File: src/rtl/duo_timer_pkg.sv
`timescale 1ns/1ps
package duo_timer_pkg;

    localparam int BYTE_W = 8;
    localparam int SEL_W  = 4;

    // Flag and enable bit positions
    localparam int T1_BIT = 6;
    localparam int T2_BIT = 5;
    localparam int SR_BIT = 2;

    // Mode field value selecting continuous T1 flags
    localparam logic [1:0] MODE_CONT = 2'b01;

    typedef enum logic [SEL_W-1:0] {
        RS_T1_CNT_LO = 4'd0,
        RS_T1_CNT_HI = 4'd1,
        RS_T1_LAT_LO = 4'd2,
        RS_T1_LAT_HI = 4'd3,
        RS_T2_LO     = 4'd4,
        RS_T2_HI     = 4'd5,
        RS_MODE      = 4'd6,
        RS_FLAGS     = 4'd7,
        RS_ENABLES   = 4'd8,
        RS_T2_LAT    = 4'd9
    } reg_sel_e;

endpackage

File: src/rtl/duo_timer_unit.sv
`timescale 1ns/1ps
module duo_timer_unit #(
    parameter int DATA_W = 8,
    parameter bit RELOAD = 1'b1,
    parameter logic [2*DATA_W-1:0] LATCH_RST = '1,
    localparam int CNT_W = 2 * DATA_W
) (
    input  logic              clk_i,
    input  logic              rst_ni,
    input  logic              tick_i,
    input  logic              set_lo_i,
    input  logic              set_hi_i,
    input  logic              load_i,
    input  logic [DATA_W-1:0] wbyte_i,
    input  logic              repeat_i,
    output logic [CNT_W-1:0]  cnt_o,
    output logic [CNT_W-1:0]  latch_o,
    output logic              hit_o
);

    typedef struct packed {
        logic [CNT_W-1:0] cnt;
        logic [CNT_W-1:0] latch;
        logic             armed;
    } unit_st_t;

    unit_st_t         st_d, st_q;
    logic [CNT_W-1:0] step_val;
    logic             hit;

    generate
        if (RELOAD) begin : g_reload
            assign step_val = (st_q.cnt == '1) ? st_q.latch : st_q.cnt - CNT_W'(1);
        end else begin : g_wrap
            assign step_val = st_q.cnt - CNT_W'(1);
        end
    endgenerate

    always_comb begin
        st_d = st_q;
        hit  = 1'b0;
        if (set_lo_i) st_d.latch[DATA_W-1:0]     = wbyte_i;
        if (set_hi_i) st_d.latch[CNT_W-1:DATA_W] = wbyte_i;
        if (load_i) begin
            st_d.cnt   = {wbyte_i, st_q.latch[DATA_W-1:0]};
            st_d.armed = 1'b1;
        end else if (tick_i) begin
            st_d.cnt = step_val;
            if (step_val == '0 && (repeat_i || st_q.armed)) begin
                hit = 1'b1;
                if (!repeat_i) st_d.armed = 1'b0;
            end
        end
    end

    always_ff @(posedge clk_i or negedge rst_ni) begin
        if (!rst_ni) begin
            st_q.cnt   <= '1;
            st_q.latch <= LATCH_RST;
            st_q.armed <= 1'b0;
        end else begin
            st_q <= st_d;
        end
    end

    assign cnt_o   = st_q.cnt;
    assign latch_o = st_q.latch;
    assign hit_o   = hit;

endmodule

File: src/rtl/duo_timer_irq.sv
`timescale 1ns/1ps
module duo_timer_irq import duo_timer_pkg::*; #(
    parameter int DATA_W = BYTE_W,
    localparam int FLAG_W = DATA_W - 1
) (
    input  logic              clk_i,
    input  logic              rst_ni,
    input  logic [FLAG_W-1:0] set_i,
    input  logic [FLAG_W-1:0] clr_i,
    input  logic              ier_wr_i,
    input  logic [DATA_W-1:0] wbyte_i,
    output logic [FLAG_W-1:0] flags_o,
    output logic [FLAG_W-1:0] ier_o,
    output logic              irq_o
);

    localparam logic [FLAG_W-1:0] IRQ_MASK =
        (FLAG_W'(1) << T1_BIT) | (FLAG_W'(1) << SR_BIT);

    typedef struct packed {
        logic [FLAG_W-1:0] flags;
        logic [FLAG_W-1:0] ier;
    } irq_st_t;

    irq_st_t st_d, st_q;

    always_comb begin
        st_d       = st_q;
        st_d.flags = (st_q.flags & ~clr_i) | set_i;
        if (ier_wr_i) begin
            if (wbyte_i[DATA_W-1]) st_d.ier = st_q.ier | wbyte_i[FLAG_W-1:0];
            else                   st_d.ier = st_q.ier & ~wbyte_i[FLAG_W-1:0];
        end
    end

    always_ff @(posedge clk_i or negedge rst_ni) begin
        if (!rst_ni) st_q <= '0;
        else         st_q <= st_d;
    end

    assign flags_o = st_q.flags;
    assign ier_o   = st_q.ier;
    assign irq_o   = |(st_q.flags & st_q.ier & IRQ_MASK);

endmodule

File: src/rtl/duo_timer.sv
`timescale 1ns/1ps
module duo_timer import duo_timer_pkg::*; #(
    parameter int DATA_W  = BYTE_W,
    parameter int SEL_LSB = 9,
    localparam int ADDR_W = SEL_LSB + SEL_W,
    localparam int CNT_W  = 2 * DATA_W,
    localparam int FLAG_W = DATA_W - 1
) (
    input  logic              clk_i,
    input  logic              rst_ni,
    input  logic              tick_i,
    input  logic              shift_done_i,
    input  logic [ADDR_W-1:0] addr_i,
    input  logic              wr_i,
    input  logic              rd_i,
    input  logic [DATA_W-1:0] wdata_i,
    output logic [DATA_W-1:0] rdata_o,
    output logic              irq_o
);

    typedef struct packed {
        logic [DATA_W-1:0] mode;
    } top_st_t;

    top_st_t           st_d, st_q;
    logic [SEL_W-1:0]  sel;
    logic              t1_set_lo, t1_set_hi, t1_load, t2_set_lo, t2_load;
    logic              mode_wr, flag_wr, ier_wr, t1_cont;
    logic              t1_hit, t2_hit;
    logic [CNT_W-1:0]  t1_cnt, t1_latch, t2_cnt, t2_latch;
    logic [FLAG_W-1:0] set_vec, clr_vec, flags, ier;
    logic              unused_bits;

    assign sel = addr_i[ADDR_W-1:SEL_LSB];
    assign unused_bits = ^{addr_i[SEL_LSB-1:0], t2_latch[CNT_W-1:DATA_W]};

    // Write decode
    assign t1_set_lo = wr_i && (sel == RS_T1_CNT_LO || sel == RS_T1_LAT_LO);
    assign t1_set_hi = wr_i && (sel == RS_T1_CNT_HI || sel == RS_T1_LAT_HI);
    assign t1_load   = wr_i && (sel == RS_T1_CNT_HI);
    assign t2_set_lo = wr_i && (sel == RS_T2_LO);
    assign t2_load   = wr_i && (sel == RS_T2_HI);
    assign mode_wr   = wr_i && (sel == RS_MODE);
    assign flag_wr   = wr_i && (sel == RS_FLAGS);
    assign ier_wr    = wr_i && (sel == RS_ENABLES);

    always_comb begin
        st_d = st_q;
        if (mode_wr) st_d.mode = wdata_i;
    end

    always_ff @(posedge clk_i or negedge rst_ni) begin
        if (!rst_ni) st_q <= '0;
        else         st_q <= st_d;
    end

    assign t1_cont = (st_q.mode[DATA_W-1 -: 2] == MODE_CONT);

    duo_timer_unit #(
        .DATA_W   (DATA_W),
        .RELOAD   (1'b1),
        .LATCH_RST({CNT_W{1'b1}})
    ) u_t1 (
        .clk_i   (clk_i),
        .rst_ni  (rst_ni),
        .tick_i  (tick_i),
        .set_lo_i(t1_set_lo),
        .set_hi_i(t1_set_hi),
        .load_i  (t1_load),
        .wbyte_i (wdata_i),
        .repeat_i(t1_cont),
        .cnt_o   (t1_cnt),
        .latch_o (t1_latch),
        .hit_o   (t1_hit)
    );

    duo_timer_unit #(
        .DATA_W   (DATA_W),
        .RELOAD   (1'b0),
        .LATCH_RST({CNT_W{1'b0}})
    ) u_t2 (
        .clk_i   (clk_i),
        .rst_ni  (rst_ni),
        .tick_i  (tick_i),
        .set_lo_i(t2_set_lo),
        .set_hi_i(1'b0),
        .load_i  (t2_load),
        .wbyte_i (wdata_i),
        .repeat_i(1'b0),
        .cnt_o   (t2_cnt),
        .latch_o (t2_latch),
        .hit_o   (t2_hit)
    );

    always_comb begin
        set_vec         = '0;
        set_vec[T1_BIT] = t1_hit;
        set_vec[T2_BIT] = t2_hit;
        set_vec[SR_BIT] = shift_done_i;
        clr_vec         = '0;
        if (rd_i && sel == RS_T1_CNT_LO) clr_vec[T1_BIT] = 1'b1;
        if (rd_i && sel == RS_T2_LO)     clr_vec[T2_BIT] = 1'b1;
        if (flag_wr) clr_vec = clr_vec | wdata_i[FLAG_W-1:0];
    end

    duo_timer_irq #(.DATA_W(DATA_W)) u_irq (
        .clk_i   (clk_i),
        .rst_ni  (rst_ni),
        .set_i   (set_vec),
        .clr_i   (clr_vec),
        .ier_wr_i(ier_wr),
        .wbyte_i (wdata_i),
        .flags_o (flags),
        .ier_o   (ier),
        .irq_o   (irq_o)
    );

    always_comb begin
        unique case (sel)
            RS_T1_CNT_LO: rdata_o = t1_cnt[DATA_W-1:0];
            RS_T1_CNT_HI: rdata_o = t1_cnt[CNT_W-1:DATA_W];
            RS_T1_LAT_LO: rdata_o = t1_latch[DATA_W-1:0];
            RS_T1_LAT_HI: rdata_o = t1_latch[CNT_W-1:DATA_W];
            RS_T2_LO:     rdata_o = t2_cnt[DATA_W-1:0];
            RS_T2_HI:     rdata_o = t2_cnt[CNT_W-1:DATA_W];
            RS_MODE:      rdata_o = st_q.mode;
            RS_FLAGS:     rdata_o = {irq_o, flags};
            RS_ENABLES:   rdata_o = {1'b1, ier};
            RS_T2_LAT:    rdata_o = t2_latch[DATA_W-1:0];
            default:      rdata_o = '0;
        endcase
    end

endmodule

File: config.mk
export PLATFORM = sky130hd
export DESIGN_NAME = duo_timer
export DESIGN_NICKNAME = d
export VERILOG_FILES = /design/src/rtl/duo_timer_pkg.sv /design/src/rtl/duo_timer_unit.sv /design/src/rtl/duo_timer_irq.sv /design/src/rtl/duo_timer.sv
export SDC_FILE = /design/constraint.sdc
export NUM_CORES = 1
export LEC_CHECK = 0
export CAP_MARGIN = 20
export CORE_MARGIN = 10
export CORE_UTILIZATION = 40
export CTS_CLUSTER_DIAMETER = 200
export DETAILED_ROUTE_END_ITERATION = 7
export PLACE_DENSITY = 0.55
export SLEW_MARGIN = 15
export SYNTH_ARGS = -nofsm -noshare
export SYNTH_HDL_FRONTEND = slang
export SYNTH_SLANG_ARGS = --single-unit
File: constraint.sdc
create_clock -name clk_i -period 2.7 [get_ports clk_i]
set_input_delay 0.405 -clock clk_i [delete_from_list [all_inputs] [get_ports clk_i]]
set_output_delay 0.405 -clock clk_i [all_outputs]
set_load 0.02 [all_outputs]
==> results_dict.tcl <==
set metrics [dict create \
    place_congestion 0.972 \
    antenna_found_initial 0 \
    synth_area_leaders "dfstp_2, dfrtp_1, mux2_2, a21oi_1, nor2_1" \
    drt_first_pass_iters 5 \
    arrival_ps 2220 \
    clock.fmax_mhz 380 \
    yosysTopAreaCell "dfstp_2" \
    final_cell_mix "buf_4, nor2_1, dfstp_2, a21oi_1, nand2_1" \
    port_buffers 26 \
    yosysSeqAreaShare_pct 41.0 \
    cap_violations 0 \
    ir_drop_mv 0.445 \
    fp.dieH_um 132 \
    clock-skew-final_ps 6.89 \
    ctsHoldBuffers 0 \
    status "finished clean" \
    reg2reg_slack_ps 80 \
    drt_iter0_markers 519 \
    synth_top_cell_area_share_pct 25.1 \
    drive_gt1_share_pct 32.8 \
    cts_tree "yes" \
    cts-root-buf "clkbuf_16" \
    dp_cells 762 \
    setup_violations 0 \
    yosys_warnings 0 \
    p_leak_nw 2.49 \
    relSlewSlack_pct 38.8 \
    drtAntennaViolNets 0 \
    die_width_um 132 \
    nFillCells 1145 \
    syn_nets 576 \
    rows 40 \
    mostFrequentLayoutCell "buf_4" \
    avgSynthCellArea_um2 9.24 \
    totalWireLength_mm 16.3 \
    dpl_cell_area_um2 5820 \
    synth-seq-cells 80 \
    nets 639 \
    synth_xor_area_share_pct 4.87 \
    synthArstFlopShare_pct 100 \
    io_pins 36 \
    seq_area_um2 2060 \
    final_cells 781 \
    synth_top_family_by_area "simple AND/OR/NAND/NOR gates" \
    min_period_ps 2630 \
    cts.sinks 80 \
    path_max_fanout 8 \
    final-hold-violation-count 0 \
    timing.rr.start "u_t1.cnt_o[0]$_DFFE_PN1P_" \
    yosys.area_share.simple_pct 19.7 \
    initial_core_util_pct 41.4 \
    post-route-cell-area_um2 6180 \
    core_area_um2 12200 \
    period_share_pct 97.4 \
    grt_max_degree 72 \
    critPathLaunchType "input port" \
    startpoint "addr_i[11]" \
    max_slew.worst_pin.slew_ps 918 \
    wire_per_inst_um 20.9 \
    synth_edf_count 0 \
    slew_violations 0 \
    netlist-cell-type-count 64 \
    grt_pass1_vias 4389 \
    syn2layout_area_growth_pct 22.8 \
    hp-class "in -> async" \
    reg2reg_depth 9 \
    via_per_inst 5.82 \
    cp.required_ps 2300 \
    synthCells 545 \
    synth.area.mux_share_pct 12.0 \
    n_antenna_cell 0 \
    reg2reg_to "u_t1.st_q[0]$_DFFE_PN0P_" \
    h-tree-depth 3 \
    dieArea_um2 17500 \
    drc 0 \
    cts_buffers 9 \
    ys.flop_type "dfstp_2" \
    clk_pin_slew_ps 70 \
    p_per_area_nw_per_um2 795 \
    grt_pass1_wl_mm 25.6 \
    cts.path.max_buffers 2 \
    multi_input_comb_area_um2 2780 \
    grt_usage_pct 18.4 \
    hpwl_mm 12.1 \
    grt-ovfl-total 0 \
    cp-end-kind "output port" \
    vias 4544 \
    synth_fa_ha_area_share_pct 0.994 \
    synth_compound_area_share_pct 16.8 \
    clk_latency_ps 340 \
    netlist_area_um2 5030 \
    criticalPathCategory "in -> out" \
]
## timing repair
item	in CTS	in global routing
pin swaps	1	3
endpoints found under the setup margin	8	9
gates cloned	0	1
resized for setup	22	15
endpoints found under the hold margin	0	0
setup buffers	0	2
## cell usage after synthesis (5+ instances only)
master,number
nor4_1,8
nand3_1,10
inv_1,14
dfrtp_1,32
dfstp_2,48
nand2b_1,8
nor2_1,54
a21oi_1,47
xnor2_1,14
and3_1,5
nand2_1,43
clkbuf_1,23
xor2_1,14
nor3_1,21
buf_2,9
o21ai_0,26
buf_1,6
nor2b_1,6
a22o_1,6
mux2_2,40
nand4_1,11
mux2i_1,11
a31oi_1,6
a21boi_0,5
## state kept, by name, indices dropped and copies added (netlist names), named ones only
name           flops
u_t1.st_q          1
u_t1.cnt_o        16
u_irq.flags_o      7
st_q               8
u_t2.cnt_o        16
u_t2.latch_o       8
u_t2.st_q          1
u_t1.latch_o      16
## where the power goes
| group | switching [W] | leakage [nW] | internal, W |
|---|---|---|---|
| clock | 0.000551 | 0.144 | 0.000663 |
| combinational | 0.000769 | 1.44 | 0.000746 |
| sequential | 0.000475 | 0.903 | 0.00171 |
## how the worst max path moves through the flow
stage                               endpoint  slack, ps  cells after the start
floorplan                         rdata_o[1]        240                      7
global placement                  rdata_o[6]       -270                      6
detailed placement                rdata_o[6]       -290                      6
CTS                               rdata_o[5]          5                      6
global route        u_t1.st_q[0]$_DFFE_PN0P_         -6                      9
finish                            rdata_o[2]         70                      7
## logic make-up after synthesis
| logic type | count (synthesis) |
|---|---|
| buffers and inverters | 56 |
| adder cells (fa/ha/maj) | 4 |
| flip-flops | 80 |
| XOR/XNOR | 28 |
| AO/OA/AOI/OAI | 131 |
| AND/OR/NAND/NOR | 193 |
| multiplexers | 53 |
## area by class of cell
| class | count | area share, % |
|---|---|---|
| multi-input cells | 409 | 45.0 |
| flip-flops and latches | 80 | 33.4 |
| repair buffers | 94 | 12.7 |
| clock buffers | 10 | 3.87 |
| well taps | 168 | 3.40 |
| inverters | 14 | 0.850 |
| clock inverters | 6 | 0.810 |
## metrics by stage
step | util (%) | setup WS [ps] | total power [W] | setup TNS [ps] | hold WS [ps]
6_report | 50.8 | 70.1 | 0.00491 | 0 | 190
5_1_grt | 50.8 | -5.77 | 0.00519 | -5.77 | 240
4_1_cts | 50.3 | 5.13 | 0.00488 | 0 | 214
3_5_place_dp | 47.9 | -293 | 0.00365 | -2140 | 470
3_3_place_gp | 47.9 | -275 | 0.00363 | -2070 | 465
2_1_floorplan | - | 243 | 0.00303 | 0 | 109
## worst max-delay path: stages
cell             delay (ps)
clkdlybuf4s50_1         540
buf_4                   190
nand2b_1                170
nor2_1                   70
a32o_1                  210
a221o_1                 370
clkdlybuf4s15_2         260
## per-layer routing
layer  global-route usage, %  up-vias  wire (um)
met3                    3.16       25        931
li1                        -     2109          -
met1                    26.2     2261       7630
met4                    5.32        0        354
met2                    27.7      149       7410
met5                       0        -          0
(Power assumes the default switching activity.)
